$ cat config.mk
export PLATFORM = sky130hd
export DESIGN_NAME = core_irq_router
export DESIGN_NICKNAME = d
export VERILOG_FILES = /design/src/rtl/core_irq_pkg.sv /design/src/rtl/irq_cfg_regs.sv /design/src/rtl/irq_core_slice.sv /design/src/rtl/irq_read_mux.sv /design/src/rtl/core_irq_router.sv
export SDC_FILE = /design/constraint.sdc
export NUM_CORES = 1
export LEC_CHECK = 0
export ABC_CLOCK_PERIOD_IN_PS = 1850
export BUFFER_PORTS_ARGS = -buffer_cell sky130_fd_sc_hd__buf_2
export CAP_MARGIN = 20
export CORE_AREA = 2 2 121 94
export DETAILED_ROUTE_END_ITERATION = 7
export DIE_AREA = 0 0 123 96
export GPL_ROUTABILITY_DRIVEN = 1
export PLACE_DENSITY = 0.85
export RECOVER_POWER = 50
export SYNTH_ARGS = -nofsm -noshare
export SYNTH_HDL_FRONTEND = slang
export SYNTH_SLANG_ARGS = --single-unit
$ cat constraint.sdc
create_clock -name clk -period 1.85 [get_ports clk]
set_input_delay 0.0925 -clock clk [delete_from_list [all_inputs] [get_ports clk]]
set_output_delay 0.0925 -clock clk [all_outputs]
set_load 0.01 [all_outputs]
$ cat src/rtl/core_irq_pkg.sv
package core_irq_pkg;
  // register offsets
  localparam int OFS_GPU_ROUTE = 'h00C;
  localparam int OFS_PMU_SET   = 'h010;
  localparam int OFS_PMU_CLR   = 'h014;
  localparam int OFS_TMR_CTL   = 'h040;
  localparam int OFS_MBX_CTL   = 'h050;
  localparam int OFS_IRQ_STAT  = 'h060;
  localparam int OFS_FIQ_STAT  = 'h070;

  localparam int SRC_N  = 4;          // sources per group
  localparam int CTL_W  = 2 * SRC_N;  // IRQ enables + FIQ enables
  localparam int STAT_W = 10;         // pending word width
  localparam int BIT_GPU = 8;
  localparam int BIT_PMU = 9;

  // a source raises FIQ when its FIQ enable is set
  function automatic logic [SRC_N-1:0] fiq_pick(input logic [SRC_N-1:0] req,
                                                input logic [CTL_W-1:0] ctl);
    return req & ctl[CTL_W-1:SRC_N];
  endfunction

  // IRQ only when its IRQ enable is set and FIQ does not override
  function automatic logic [SRC_N-1:0] irq_pick(input logic [SRC_N-1:0] req,
                                                input logic [CTL_W-1:0] ctl);
    return req & ctl[SRC_N-1:0] & ~ctl[CTL_W-1:SRC_N];
  endfunction
endpackage

$ cat src/rtl/irq_cfg_regs.sv
module irq_cfg_regs
  import core_irq_pkg::*;
#(
  parameter int NCORES = 4,
  parameter int AW     = 8,
  parameter int DW     = 32,
  localparam int RW    = $clog2(NCORES)
) (
  input  logic                    clk,
  input  logic                    rst_n,
  input  logic                    wr,
  input  logic [AW-1:0]           addr,
  input  logic [DW-1:0]           wdata,
  output logic [NCORES*CTL_W-1:0] tmr_ctl,
  output logic [NCORES*CTL_W-1:0] mbx_ctl,
  output logic [2*RW-1:0]         gpu_route,
  output logic [NCORES-1:0]       pmu_en
);
  logic hit_route, hit_set, hit_clr;
  assign hit_route = wr && (addr == AW'(OFS_GPU_ROUTE));
  assign hit_set   = wr && (addr == AW'(OFS_PMU_SET));
  assign hit_clr   = wr && (addr == AW'(OFS_PMU_CLR));

  always_ff @(posedge clk or negedge rst_n) begin
    if (!rst_n) begin
      gpu_route <= '0;
      pmu_en    <= '0;
    end else begin
      if (hit_route) gpu_route <= wdata[2*RW-1:0];
      if (hit_set)   pmu_en    <= pmu_en | wdata[NCORES-1:0];
      else if (hit_clr) pmu_en <= pmu_en & ~wdata[NCORES-1:0];
    end
  end

  for (genvar c = 0; c < NCORES; c++) begin : g_ctl
    logic hit_t, hit_m;
    assign hit_t = wr && (addr == AW'(OFS_TMR_CTL + 4 * c));
    assign hit_m = wr && (addr == AW'(OFS_MBX_CTL + 4 * c));
    always_ff @(posedge clk or negedge rst_n) begin
      if (!rst_n) begin
        tmr_ctl[c*CTL_W +: CTL_W] <= '0;
        mbx_ctl[c*CTL_W +: CTL_W] <= '0;
      end else begin
        if (hit_t) tmr_ctl[c*CTL_W +: CTL_W] <= wdata[CTL_W-1:0];
        if (hit_m) mbx_ctl[c*CTL_W +: CTL_W] <= wdata[CTL_W-1:0];
      end
    end
  end
endmodule

$ cat src/rtl/irq_core_slice.sv
module irq_core_slice
  import core_irq_pkg::*;
#(
  parameter int NCORES  = 4,
  parameter int CORE_ID = 0,
  localparam int RW     = $clog2(NCORES)
) (
  input  logic [SRC_N-1:0]  tmr_req,
  input  logic [SRC_N-1:0]  mbx_req,
  input  logic [CTL_W-1:0]  tmr_ctl,
  input  logic [CTL_W-1:0]  mbx_ctl,
  input  logic              gpu_irq,
  input  logic              gpu_fiq,
  input  logic [2*RW-1:0]   gpu_route,
  input  logic              pmu_req,
  input  logic              pmu_en,
  output logic [STAT_W-1:0] irq_pend,
  output logic [STAT_W-1:0] fiq_pend
);
  logic gpu_irq_mine, gpu_fiq_mine;
  assign gpu_irq_mine = gpu_irq && (gpu_route[RW-1:0]    == RW'(CORE_ID));
  assign gpu_fiq_mine = gpu_fiq && (gpu_route[2*RW-1:RW] == RW'(CORE_ID));

  assign irq_pend = {pmu_req & pmu_en, gpu_irq_mine,
                     irq_pick(mbx_req, mbx_ctl), irq_pick(tmr_req, tmr_ctl)};
  assign fiq_pend = {1'b0, gpu_fiq_mine,
                     fiq_pick(mbx_req, mbx_ctl), fiq_pick(tmr_req, tmr_ctl)};
endmodule

$ cat src/rtl/irq_read_mux.sv
module irq_read_mux
  import core_irq_pkg::*;
#(
  parameter int NCORES = 4,
  parameter int AW     = 8,
  parameter int DW     = 32,
  localparam int RW    = $clog2(NCORES)
) (
  input  logic [AW-1:0]            addr,
  input  logic [NCORES*CTL_W-1:0]  tmr_ctl,
  input  logic [NCORES*CTL_W-1:0]  mbx_ctl,
  input  logic [2*RW-1:0]          gpu_route,
  input  logic [NCORES-1:0]        pmu_en,
  input  logic [NCORES*STAT_W-1:0] irq_pend,
  input  logic [NCORES*STAT_W-1:0] fiq_pend,
  output logic [DW-1:0]            rdata
);
  always_comb begin
    rdata = '0;
    if (addr == AW'(OFS_GPU_ROUTE)) rdata = DW'(gpu_route);
    if (addr == AW'(OFS_PMU_SET) || addr == AW'(OFS_PMU_CLR)) rdata = DW'(pmu_en);
    for (int c = 0; c < NCORES; c++) begin
      if (addr == AW'(OFS_TMR_CTL + 4 * c))  rdata = DW'(tmr_ctl[c*CTL_W +: CTL_W]);
      if (addr == AW'(OFS_MBX_CTL + 4 * c))  rdata = DW'(mbx_ctl[c*CTL_W +: CTL_W]);
      if (addr == AW'(OFS_IRQ_STAT + 4 * c)) rdata = DW'(irq_pend[c*STAT_W +: STAT_W]);
      if (addr == AW'(OFS_FIQ_STAT + 4 * c)) rdata = DW'(fiq_pend[c*STAT_W +: STAT_W]);
    end
  end
endmodule

$ cat src/rtl/core_irq_router.sv
module core_irq_router
  import core_irq_pkg::*;
#(
  parameter int NCORES = 4,
  parameter int AW     = 8,
  parameter int DW     = 32,
  localparam int RW    = $clog2(NCORES),
  localparam int REQ_W = NCORES * SRC_N
) (
  input  logic              clk,
  input  logic              rst_n,
  input  logic              reg_wr,
  input  logic [AW-1:0]     reg_addr,
  input  logic [DW-1:0]     reg_wdata,
  output logic [DW-1:0]     reg_rdata,
  input  logic [REQ_W-1:0]  tmr_req,
  input  logic [REQ_W-1:0]  mbx_req,
  input  logic              gpu_irq_req,
  input  logic              gpu_fiq_req,
  input  logic              pmu_req,
  output logic [NCORES-1:0] core_irq_n,
  output logic [NCORES-1:0] core_fiq_n
);
  logic [NCORES*CTL_W-1:0]  tmr_ctl, mbx_ctl;
  logic [2*RW-1:0]          gpu_route;
  logic [NCORES-1:0]        pmu_en;
  logic [NCORES*STAT_W-1:0] irq_pend_all, fiq_pend_all;
  logic [NCORES-1:0]        irq_any, fiq_any;

  irq_cfg_regs #(.NCORES(NCORES), .AW(AW), .DW(DW)) cfg_i (
    .clk(clk), .rst_n(rst_n), .wr(reg_wr), .addr(reg_addr), .wdata(reg_wdata),
    .tmr_ctl(tmr_ctl), .mbx_ctl(mbx_ctl), .gpu_route(gpu_route), .pmu_en(pmu_en)
  );

  for (genvar c = 0; c < NCORES; c++) begin : g_core
    irq_core_slice #(.NCORES(NCORES), .CORE_ID(c)) slice_i (
      .tmr_req(tmr_req[c*SRC_N +: SRC_N]), .mbx_req(mbx_req[c*SRC_N +: SRC_N]),
      .tmr_ctl(tmr_ctl[c*CTL_W +: CTL_W]), .mbx_ctl(mbx_ctl[c*CTL_W +: CTL_W]),
      .gpu_irq(gpu_irq_req), .gpu_fiq(gpu_fiq_req), .gpu_route(gpu_route),
      .pmu_req(pmu_req), .pmu_en(pmu_en[c]),
      .irq_pend(irq_pend_all[c*STAT_W +: STAT_W]),
      .fiq_pend(fiq_pend_all[c*STAT_W +: STAT_W])
    );
    assign irq_any[c] = |irq_pend_all[c*STAT_W +: STAT_W];
    assign fiq_any[c] = |fiq_pend_all[c*STAT_W +: STAT_W];
  end

  irq_read_mux #(.NCORES(NCORES), .AW(AW), .DW(DW)) rd_i (
    .addr(reg_addr), .tmr_ctl(tmr_ctl), .mbx_ctl(mbx_ctl), .gpu_route(gpu_route),
    .pmu_en(pmu_en), .irq_pend(irq_pend_all), .fiq_pend(fiq_pend_all), .rdata(reg_rdata)
  );

  always_ff @(posedge clk or negedge rst_n) begin
    if (!rst_n) begin
      core_irq_n <= '1;
      core_fiq_n <= '1;
    end else begin
      core_irq_n <= ~irq_any;
      core_fiq_n <= ~fiq_any;
    end
  end
endmodule

### After elaboration in Yosys (flattened, before gate mapping)

Cells that the tools add are included.
Widths: inputs -> output; s select.

| word-level totals | value |
|---|---|
| flip-flop bits (word level) | 80 |
| latch bits | 0 |
| RAM bits | 0 |
| ROM bits | 0 |
| output and inout bits | 40 |
| memories | 0 |

| operators by class | value |
|---|---|
| add/subtract/negate cells | 0 |
| $mul | 0 |
| div/mod/pow operators | 0 |
| magnitude comparators | 0 |
| equality and inequality tests | 25 |
| shift-type cells | 0 |
| muxes and demuxes | 20 |
| bitwise gates (word level) | 41 |
| reductions and logical operators | 31 |

Operators with widths:

| cell | count |
|---|---|
| $mux 10 | 14 |
| $eq 8x7->1 const B | 16 |
| $and 4x4->4 | 25 |
| $not 4->4 | 11 |
| $reduce_or 10->1 | 4 |
| $reduce_or 9->1 | 4 |
| $logic_and 1x1->1 | 19 |
| $eq 8x5->1 const B | 2 |
| $mux 4 | 4 |
| $mux 8 | 2 |
| $eq 2x2->1 const B | 4 |
| $eq 8x4->1 const B | 1 |
| $and 1x1->1 | 4 |
| $eq 2x1->1 const B | 2 |
| $logic_not 2->1 | 2 |
| $or 4x4->4 | 1 |
| $reduce_bool 2->1 | 1 |
| $logic_or 1x1->1 | 1 |

### Depth between registers and ports, before layout

Gate-level depths: netlist (run 1).

| depth | value |
|---|---|
| depth in word-level cells | 19 |
| gate-level depth with buffers | 9 |

### Hierarchy

From an unflattened synthesis (run 1), not the netlist that was laid out.

| unflattened totals | value |
|---|---|
| cell total of the unflattened synthesis | 593 |
| area, all modules | 6,134.6 µm² |

Modules (own cells, without submodules):

| module | times used | cells an instance | area each (µm²) | seq. area each (µm²) |
|---|---|---|---|---|
| irq_cfg_regs | 1 | 180 | 2,895.3 | 1,801.7 |
| irq_read_mux | 1 | 289 | 2,055.7 | 0.0 |
| core_irq_router | 1 | 32 | 460.4 | 210.2 |
| irq_core_slice (g_core[1].slice_i ...) | 2 | 23 | 180.2 | 0.0 |
| irq_core_slice (g_core[0].slice_i) | 1 | 23 | 187.7 | 0.0 |
| irq_core_slice (g_core[3].slice_i) | 1 | 23 | 175.2 | 0.0 |

### Worst setup path before layout (run 1)

No wires, ideal clock.

| timing | value |
|---|---|
| path kind | in2out |
| start point | input port reg_addr[3] |
| end point | output port reg_rdata[2] |
| arrival time | 1,487 ps |
| slack | 271 ps |
| stages on the path | 7 |
| path through | buf_6 > nor4_4 > nand2_2 > a311oi_2 > o21ai_1 > a211o_1 > a32o_1 |

| between the ends | value |
|---|---|
| word-level cells in the longest chain between the ends | 19 |

RTL lines:

| element | RTL line | RTL |
|---|---|---|
| start: declaration | core_irq_router.sv:13 | `input logic [AW-1:0] reg_addr,` |
| $eq 8x4->1 / $eq 8x5->1 (equally long branches) | irq_read_mux.sv:20, irq_read_mux.sv:21 |  |
| $mux 4 / $logic_or 1x1->1 (equally long branches) | irq_read_mux.sv:20, irq_read_mux.sv:21 |  |
| $mux 4 | irq_read_mux.sv:21 | `if (addr == AW'(OFS_PMU_SET) \|\| addr == AW'(OFS_PMU_CLR)) rdata = DW'(pmu_en);` |
| $mux 8 | irq_read_mux.sv:23 | `if (addr == AW'(OFS_TMR_CTL + 4 * c)) rdata = DW'(tmr_ctl[c*CTL_W +: CTL_W]);` |
| $mux 8 | irq_read_mux.sv:24 | `if (addr == AW'(OFS_MBX_CTL + 4 * c)) rdata = DW'(mbx_ctl[c*CTL_W +: CTL_W]);` |
| $mux 10 | irq_read_mux.sv:25 | `if (addr == AW'(OFS_IRQ_STAT + 4 * c)) rdata = DW'(irq_pend[c*STAT_W +: STAT_W]);` |
| $mux 10 | irq_read_mux.sv:26 | `if (addr == AW'(OFS_FIQ_STAT + 4 * c)) rdata = DW'(fiq_pend[c*STAT_W +: STAT_W]);` |
| $mux 10 | irq_read_mux.sv:23 |  |
| [3 not listed] | -- |  |
| $mux 10 | irq_read_mux.sv:23 |  |
| $mux 10 | irq_read_mux.sv:24 |  |
| $mux 10 | irq_read_mux.sv:25 |  |
| $mux 10 | irq_read_mux.sv:26 |  |
| $mux 10 | irq_read_mux.sv:23 |  |
| $mux 10 | irq_read_mux.sv:24 |  |
| $mux 10 | irq_read_mux.sv:25 |  |
| $mux 10 (*) | irq_read_mux.sv:26 |  |
| end: declaration | core_irq_router.sv:15 | `output logic [DW-1:0] reg_rdata,` |

Every way passes the cells marked *; elsewhere a longest branch is shown, timed or not.

### Final worst setup path (run 1)

| timing | value |
|---|---|
| start point | register cfg_i.tmr_ctl[8] |
| end point | output port reg_rdata[0] |

| between the ends | value |
|---|---|
| word-level cells in the longest chain between the ends | 12 |

RTL lines:

| element | RTL line | RTL |
|---|---|---|
| start: declaration | irq_cfg_regs.sv:14 | `output logic [NCORES*CTL_W-1:0] tmr_ctl,` |
| start signal: indexed assignment | irq_cfg_regs.sv:44 | `if (hit_t) tmr_ctl[c*CTL_W +: CTL_W] <= wdata[CTL_W-1:0];` |
| $mux 10 / $and 4x4->4 (equally long branches) | irq_read_mux.sv:23, core_irq_pkg.sv:26 |  |
| $mux 10 / $and 4x4->4 (equally long branches) | irq_read_mux.sv:24, core_irq_pkg.sv:26 |  |
| $mux 10 (*) | irq_read_mux.sv:25 |  |
| $mux 10 (*) | irq_read_mux.sv:26 |  |
| $mux 10 (*) | irq_read_mux.sv:23 |  |
| $mux 10 (*) | irq_read_mux.sv:24 |  |
| $mux 10 (*) | irq_read_mux.sv:25 |  |
| $mux 10 (*) | irq_read_mux.sv:26 |  |
| $mux 10 (*) | irq_read_mux.sv:23 |  |
| $mux 10 (*) | irq_read_mux.sv:24 |  |
| $mux 10 (*) | irq_read_mux.sv:25 |  |
| $mux 10 (*) | irq_read_mux.sv:26 |  |

Marked as above.

==> results of run 1 <==
## flip-flops by register name, summed over array words and instances (netlist names), named ones only
signal           cells
cfg_i.mbx_ctl       32
core_irq_n           4
core_fiq_n           4
cfg_i.tmr_ctl       32
cfg_i.gpu_route      4
## cells in the final DEF, fill, tap and decap left out, types with 7 or more instances in the layout
master     count
a21oi_1       32
nor3_1         7
conb_1        22
nand3_1       16
buf_2         64
nand3b_1      21
nor2_1        30
inv_1          8
nor2b_1        8
o21ai_0       25
clkbuf_16      9
dfrtp_1       68
a22oi_1       10
mux2_2        69
o22ai_1       10
a31oi_1        7
dfstp_2        8
nand2_1       58
nand4_1       11
o21ai_1       13
nand3_2       10
buf_4        124
a221oi_1       7
## cells by family (layout without fill, tap and decap cells)
group                     Yosys count  after routing  share of synthesized area, %
muxes                              70             70                         13.82
xor gates and xnor gates            1              1                        0.1538
buffers and inverters              67            229                         7.669
AOI/OAI and AO/OA                 178            178                         21.23
DFF                                80             80                         35.33
other                               1             22                       0.06586
and+or+nand+nor                   214            214                         21.73
## per-layer routing
layer / GRT usage [%] / vias up / wire length, um
met5: 0 / - / 0
met4: 13.92 / 0 / 770
met3: 11.43 / 63 / 3026
met2: 57.41 / 448 / 9795
met1: 57.06 / 2998 / 9871
li1: - / 2636 / -
## metrics by stage
stage	setup slack, ps	cell area [um^2]
floorplan	270.8	5773
global placement	-142.4	6843
detailed placement	-129.2	6843
CTS	-367.2	7411
global route	-430.1	7512
finish	-299.8	7512
## path summary, 6_finish.rpt
| kind | to | slack [ps] | from |
|---|---|---|---|
| max | reg_rdata[0] | -300 | cfg_i.tmr_ctl[8] |
| min in group asynchronous | cfg_i.tmr_ctl[6] | 380 | rst_n |
| min | core_fiq_n[2] | 70 | tmr_req[8] |
| max reg2reg | core_fiq_n[0] | 370 | cfg_i.gpu_route[3] |
| min reg2reg | cfg_i.mbx_ctl[3] | 540 | cfg_i.mbx_ctl[3] |
| max in group asynchronous | cfg_i.tmr_ctl[8] | 180 | rst_n |
## power breakdown
group          internal, W  total, W  switching (W)
sequential         0.00188   0.00197      0.0000938
combinational     0.000403  0.000973       0.000570
clock              0.00113   0.00190       0.000775
## area by class of cell
type / instances / area (um^2)
clock inverter: 5 / 62.56
tap: 140 / 175.2
multi-input combinational: 485 / 3561
fill: 839 / 3141
sequential: 80 / 2017
clock buffer: 11 / 252.7
inverter: 11 / 41.29
timing repair buffer: 202 / 1403
## worst register-to-register path, cell delays in order, from the launching register on
cell,delay (ps)
dfrtp_1,400
nor3b_2,80
buf_4,150
a221o_1,290
a221oi_1,270
and4_1,240
## timing repair
item | in CTS | in global routing
pin swaps | 28 | 8
endpoints found under the setup margin | 9 | 9
hold buffers | 1 | 0
setup buffers | 12 | 5
hold endpoints to repair | 27 | 0
gates resized for setup | 43 | 24
==> metrics.txt, run 1 <==
status=complete, but fails checks; failing checks=negative setup slack; Total GRT Usage=39.87%; final-report setup violation count=9; Bufs on Longest Clock Path=2; detailed placement HPWL=17460 um; share of cells above drive strength 1=45.47%; Slew HR=44.63%; crit-path most repeated cell=o22ai_1; Pwr per Cell Area=645.2 nW/um^2; Hold Crit Depth=3; H-Tree Depth=3; Num Clock Sinks=80; Slowest-stage cell, CP=dfrtp_2; core box area=10650 um^2; Starting DRT DRC Count=700; Max Cap Viol=0; Pre-antenna DRT Iters=6; WHS=65.75 ps; drt drc=0; top cells by count, synth=dfrtp_1, mux2_2, nand2_1; warning count from the yosys run=0; final worst slack=-299.8 ps; skew final=9.483 ps; Hold Path Class=in2reg; area delta synth->final=31.93%; final core utilization=70.52%; Area contributors post-synth=dfrtp_1, mux2_2, nand2_1; crit-path max cell delay=440 ps; largest net degree at the start of global routing=50; drt total wl=23460 um; Peak Freq=465.2 MHz; leakage=3.367 nW; die area=11810 um^2; GPL Wtd Cong=1.012; maximum fanout along the worst path=4; crit share post-route=116.2%; TritonCTS clock tree=done; worst slew pin tran=830.5 ps; Synth top area share=31.64%; most numerous cell in the Yosys netlist=dfrtp_1; Mapped Area=5694 um^2; first-pass GRT wire length=34390 um; Clock Tree Root=clkbuf_16; # placed instances=902; number of synthesized flops with an enable pin=0; clk slew on worst S/H paths=70 ps; RSZ-0062 raised after global routing=true; IO Count=118; starting density of the core=53.45%; fin nets=867; row count=33; Seq/Total Area, Yosys=35.33%; CP Data Required Time=1760 ps; Overflow after GRT=0; DRT antenna net count=0; critical path type=reg2out; Levels on crit path=7; Die Ht=96 um; Final Max Tran Viols=0; wire per inst=25.12 um; Worst-Skew Late Latency=350 ps; Vias/cell=6.579; Final Non-Filler Cells=934; IO buf count=71; commonest register cell after synthesis=dfrtp_1; Mean Syn Cell Area=9.319 um^2; flops & latches, synth=80; VDD IR-drop max=0.5265 mV; CTS buffer count=9; CP startpoint kind=register; Setup crit end kind=output pin; Register-to-Register Path Depth=5; WP data arrival=2060 ps; # diodes=0; initial antenna violation count=0; worst path bufs/invs=1; area leader, netlist=dfrtp_1; Syn Inst Count=611; post-synth cell types=80; via count of the first global-routing pass=5759; routed vias=6145; post-layout min period=2150 ps; Final Power=0.004847 W; die width=123 um; Synth async-reset ratio=100.0%; critical path, cell by cell=nor2b_2 > o22ai_1 > a221o_1 > a221oi_2 > o22ai_1 > a21o_1 > buf_2; setup tns final=-1418 ps; Fin. Hold Viols=0; Worst path top cell family by delay=compound AO/OA/AOI/OAI gates
(Power assumes the default switching activity.)
==> run 2, diff against run 1 <==
--- a/config.mk
+++ b/config.mk
@@ -11,2 +11,3 @@
 export CORE_AREA = 2 2 121 94
+export CTS_CLUSTER_DIAMETER = 80
 export DETAILED_ROUTE_END_ITERATION = 7
--- a/constraint.sdc
+++ b/constraint.sdc
@@ -3,2 +3,2 @@
 set_output_delay 0.0925 -clock clk [all_outputs]
-set_load 0.01 [all_outputs]
+set_load 0.1 [all_outputs]
==> run 2 against run 1 <==
Net effect:
- the run still ends with negative setup slack left
- final area increased by 2.8%
- utilization up 2.0 points
- critical endpoint is now reg_rdata[2]
- non-clock buffer count is 9 higher
==> metrics.txt, run 2 (synthesis results as in run 1) <==
status=complete, but fails checks; failing checks=negative setup slack; Worst path top cell family by delay=compound AO/OA/AOI/OAI gates; drt total wl=24920 um; Final Non-Filler Cells=943; most frequent cells in the layout=buf_4, dfrtp_1, mux2_2, buf_2, nand2_1; # placed instances=917; # fillers=796; Hold Path Class=in2reg; IO Count=118; Overflow after GRT=0; Slowest-stage cell, CP=or3_1; Clock Tree Root=clkbuf_16; Total GRT Usage=43.57%; biggest regs=cfg_i.mbx_ctl x32, cfg_i.tmr_ctl x32; maximum fanout along the worst path=2; critical path, cell by cell=nand2_1 > or3_1 > a21oi_2 > a2111oi_2 > o21ai_1 > a32o_2 > buf_12; skew final=8.910 ps; Setup crit end kind=output pin; worst path bufs/invs=1; Slew HR=47.57%; drt drc=0; area delta synth->final=35.68%; critical path type=reg2out; Die Ht=96 um; starting density of the core=53.45%; RSZ-0062 raised after global routing=true; CP startpoint kind=register; Fin. Hold Viols=0; # diodes=0; Bufs on Longest Clock Path=2; Final Max Tran Viols=0; row count=33; share of cells above drive strength 1=46.70%; VDD IR-drop max=0.6430 mV; wire per inst=26.42 um; leakage=3.463 nW; CP Data Required Time=1760 ps; Max Cap Viol=0; setup tns final=-2274 ps; multi-input logic area=3592 um^2; die area=11810 um^2; Pre-antenna DRT Iters=8; detailed placement HPWL=18660 um; RR Startpoint=cfg_i.gpu_route[3]; initial antenna violation count=0; Pwr per Cell Area=712.0 nW/um^2; fin nets=876; WP data arrival=2120 ps; post-layout min period=2211 ps; GPL Wtd Cong=1.070; DRT antenna net count=0; via count of the first global-routing pass=5988; TritonCTS clock tree=done; first-pass GRT wire length=36900 um; Worst R2R Setup Slack=390 ps; final worst slack=-360.9 ps; IO buf count=71; most common cell after layout, fill and taps aside=buf_4; crit share post-route=119.5%; pre-CTS setup slack=-173.9 ps; largest net degree at the start of global routing=52; worst slew pin tran=786.5 ps; min-delay src=mbx_req[12]; routed vias=6260; crit-path max cell delay=390 ps; Vias/cell=6.638; final core utilization=72.53%; register area=2014 um^2; Num Clock Sinks=80; die width=123 um; Peak Freq=452.3 MHz; Worst-Skew Late Latency=350 ps; clk slew on worst S/H paths=70 ps; Starting DRT DRC Count=789; H-Tree Depth=3; final-report setup violation count=9; CP startpoint=cfg_i.tmr_ctl[18]; CTS buffer count=9; core box area=10650 um^2
run 2: worst register-to-register path, stage by stage, from the launching register on:
cell and delay, ps:
dfrtp_1 400, nor3b_2 80, buf_4 150, a221o_1 260
a221oi_1 280, and4_1 230
run 2: power breakdown:
group | leakage, nW | switching (W) | internal, W | total [W]
registers | 1.07 | 0.000101 | 0.00188 | 0.00198
clock network | 0.163 | 0.000772 | 0.00133 | 0.00210
logic | 2.23 | 0.00100 | 0.000420 | 0.00142
run 2: worst paths after layout:
check / endpoint / cells past startpoint
setup / recovery: reg_rdata[2] / 7
hold / removal: core_irq_n[3] / 4
setup reg to reg: core_fiq_n[0] / 5
hold reg to reg: cfg_i.mbx_ctl[3] / 1
max in group asynchronous: cfg_i.tmr_ctl[14] / 3
min in group asynchronous: cfg_i.mbx_ctl[6] / 2
run 2: layer usage:
metal  wire length, um  share of wire (%)  vias up  GRT usage (%)
met2             10410                 42      485          62.38
li1                  -                  -     2647              -
met4               855                3.4        0          16.29
met3              3075                 12       72          9.479
met1             10570                 42     3056          64.09
met5                 0                  0        -              0
run 2: metrics by stage:
step                cell area [um^2]  hold slack, ps  power, W
CTS                             7664           58.03  0.005450
detailed placement              7136           60.17  0.003336
global placement                7136           42.25  0.003310
finish                          7726           73.15  0.005501
floorplan                       5888          -203.1  0.002874
global route                    7726           76.72  0.005638
run 2: layout make-up:
type,count,share of cell area [%]
Tap cell,140,2.267
Clock inverter,6,1.490
Inverter,11,0.5344
Clock buffer,10,2.964
Sequential cell,80,26.07
Multi-Input combinational cell,485,46.49
Timing Repair Buffer,211,20.18
run 2: what timing repair did:
action | in CTS | in global routing
buffers inserted | 8 | 3
endpoints found under the setup margin | 10 | 10
hold endpoints to repair | 26 | 0
gates resized for setup | 30 | 19
pin swaps | 22 | 8
hold buffers | 1 | 0
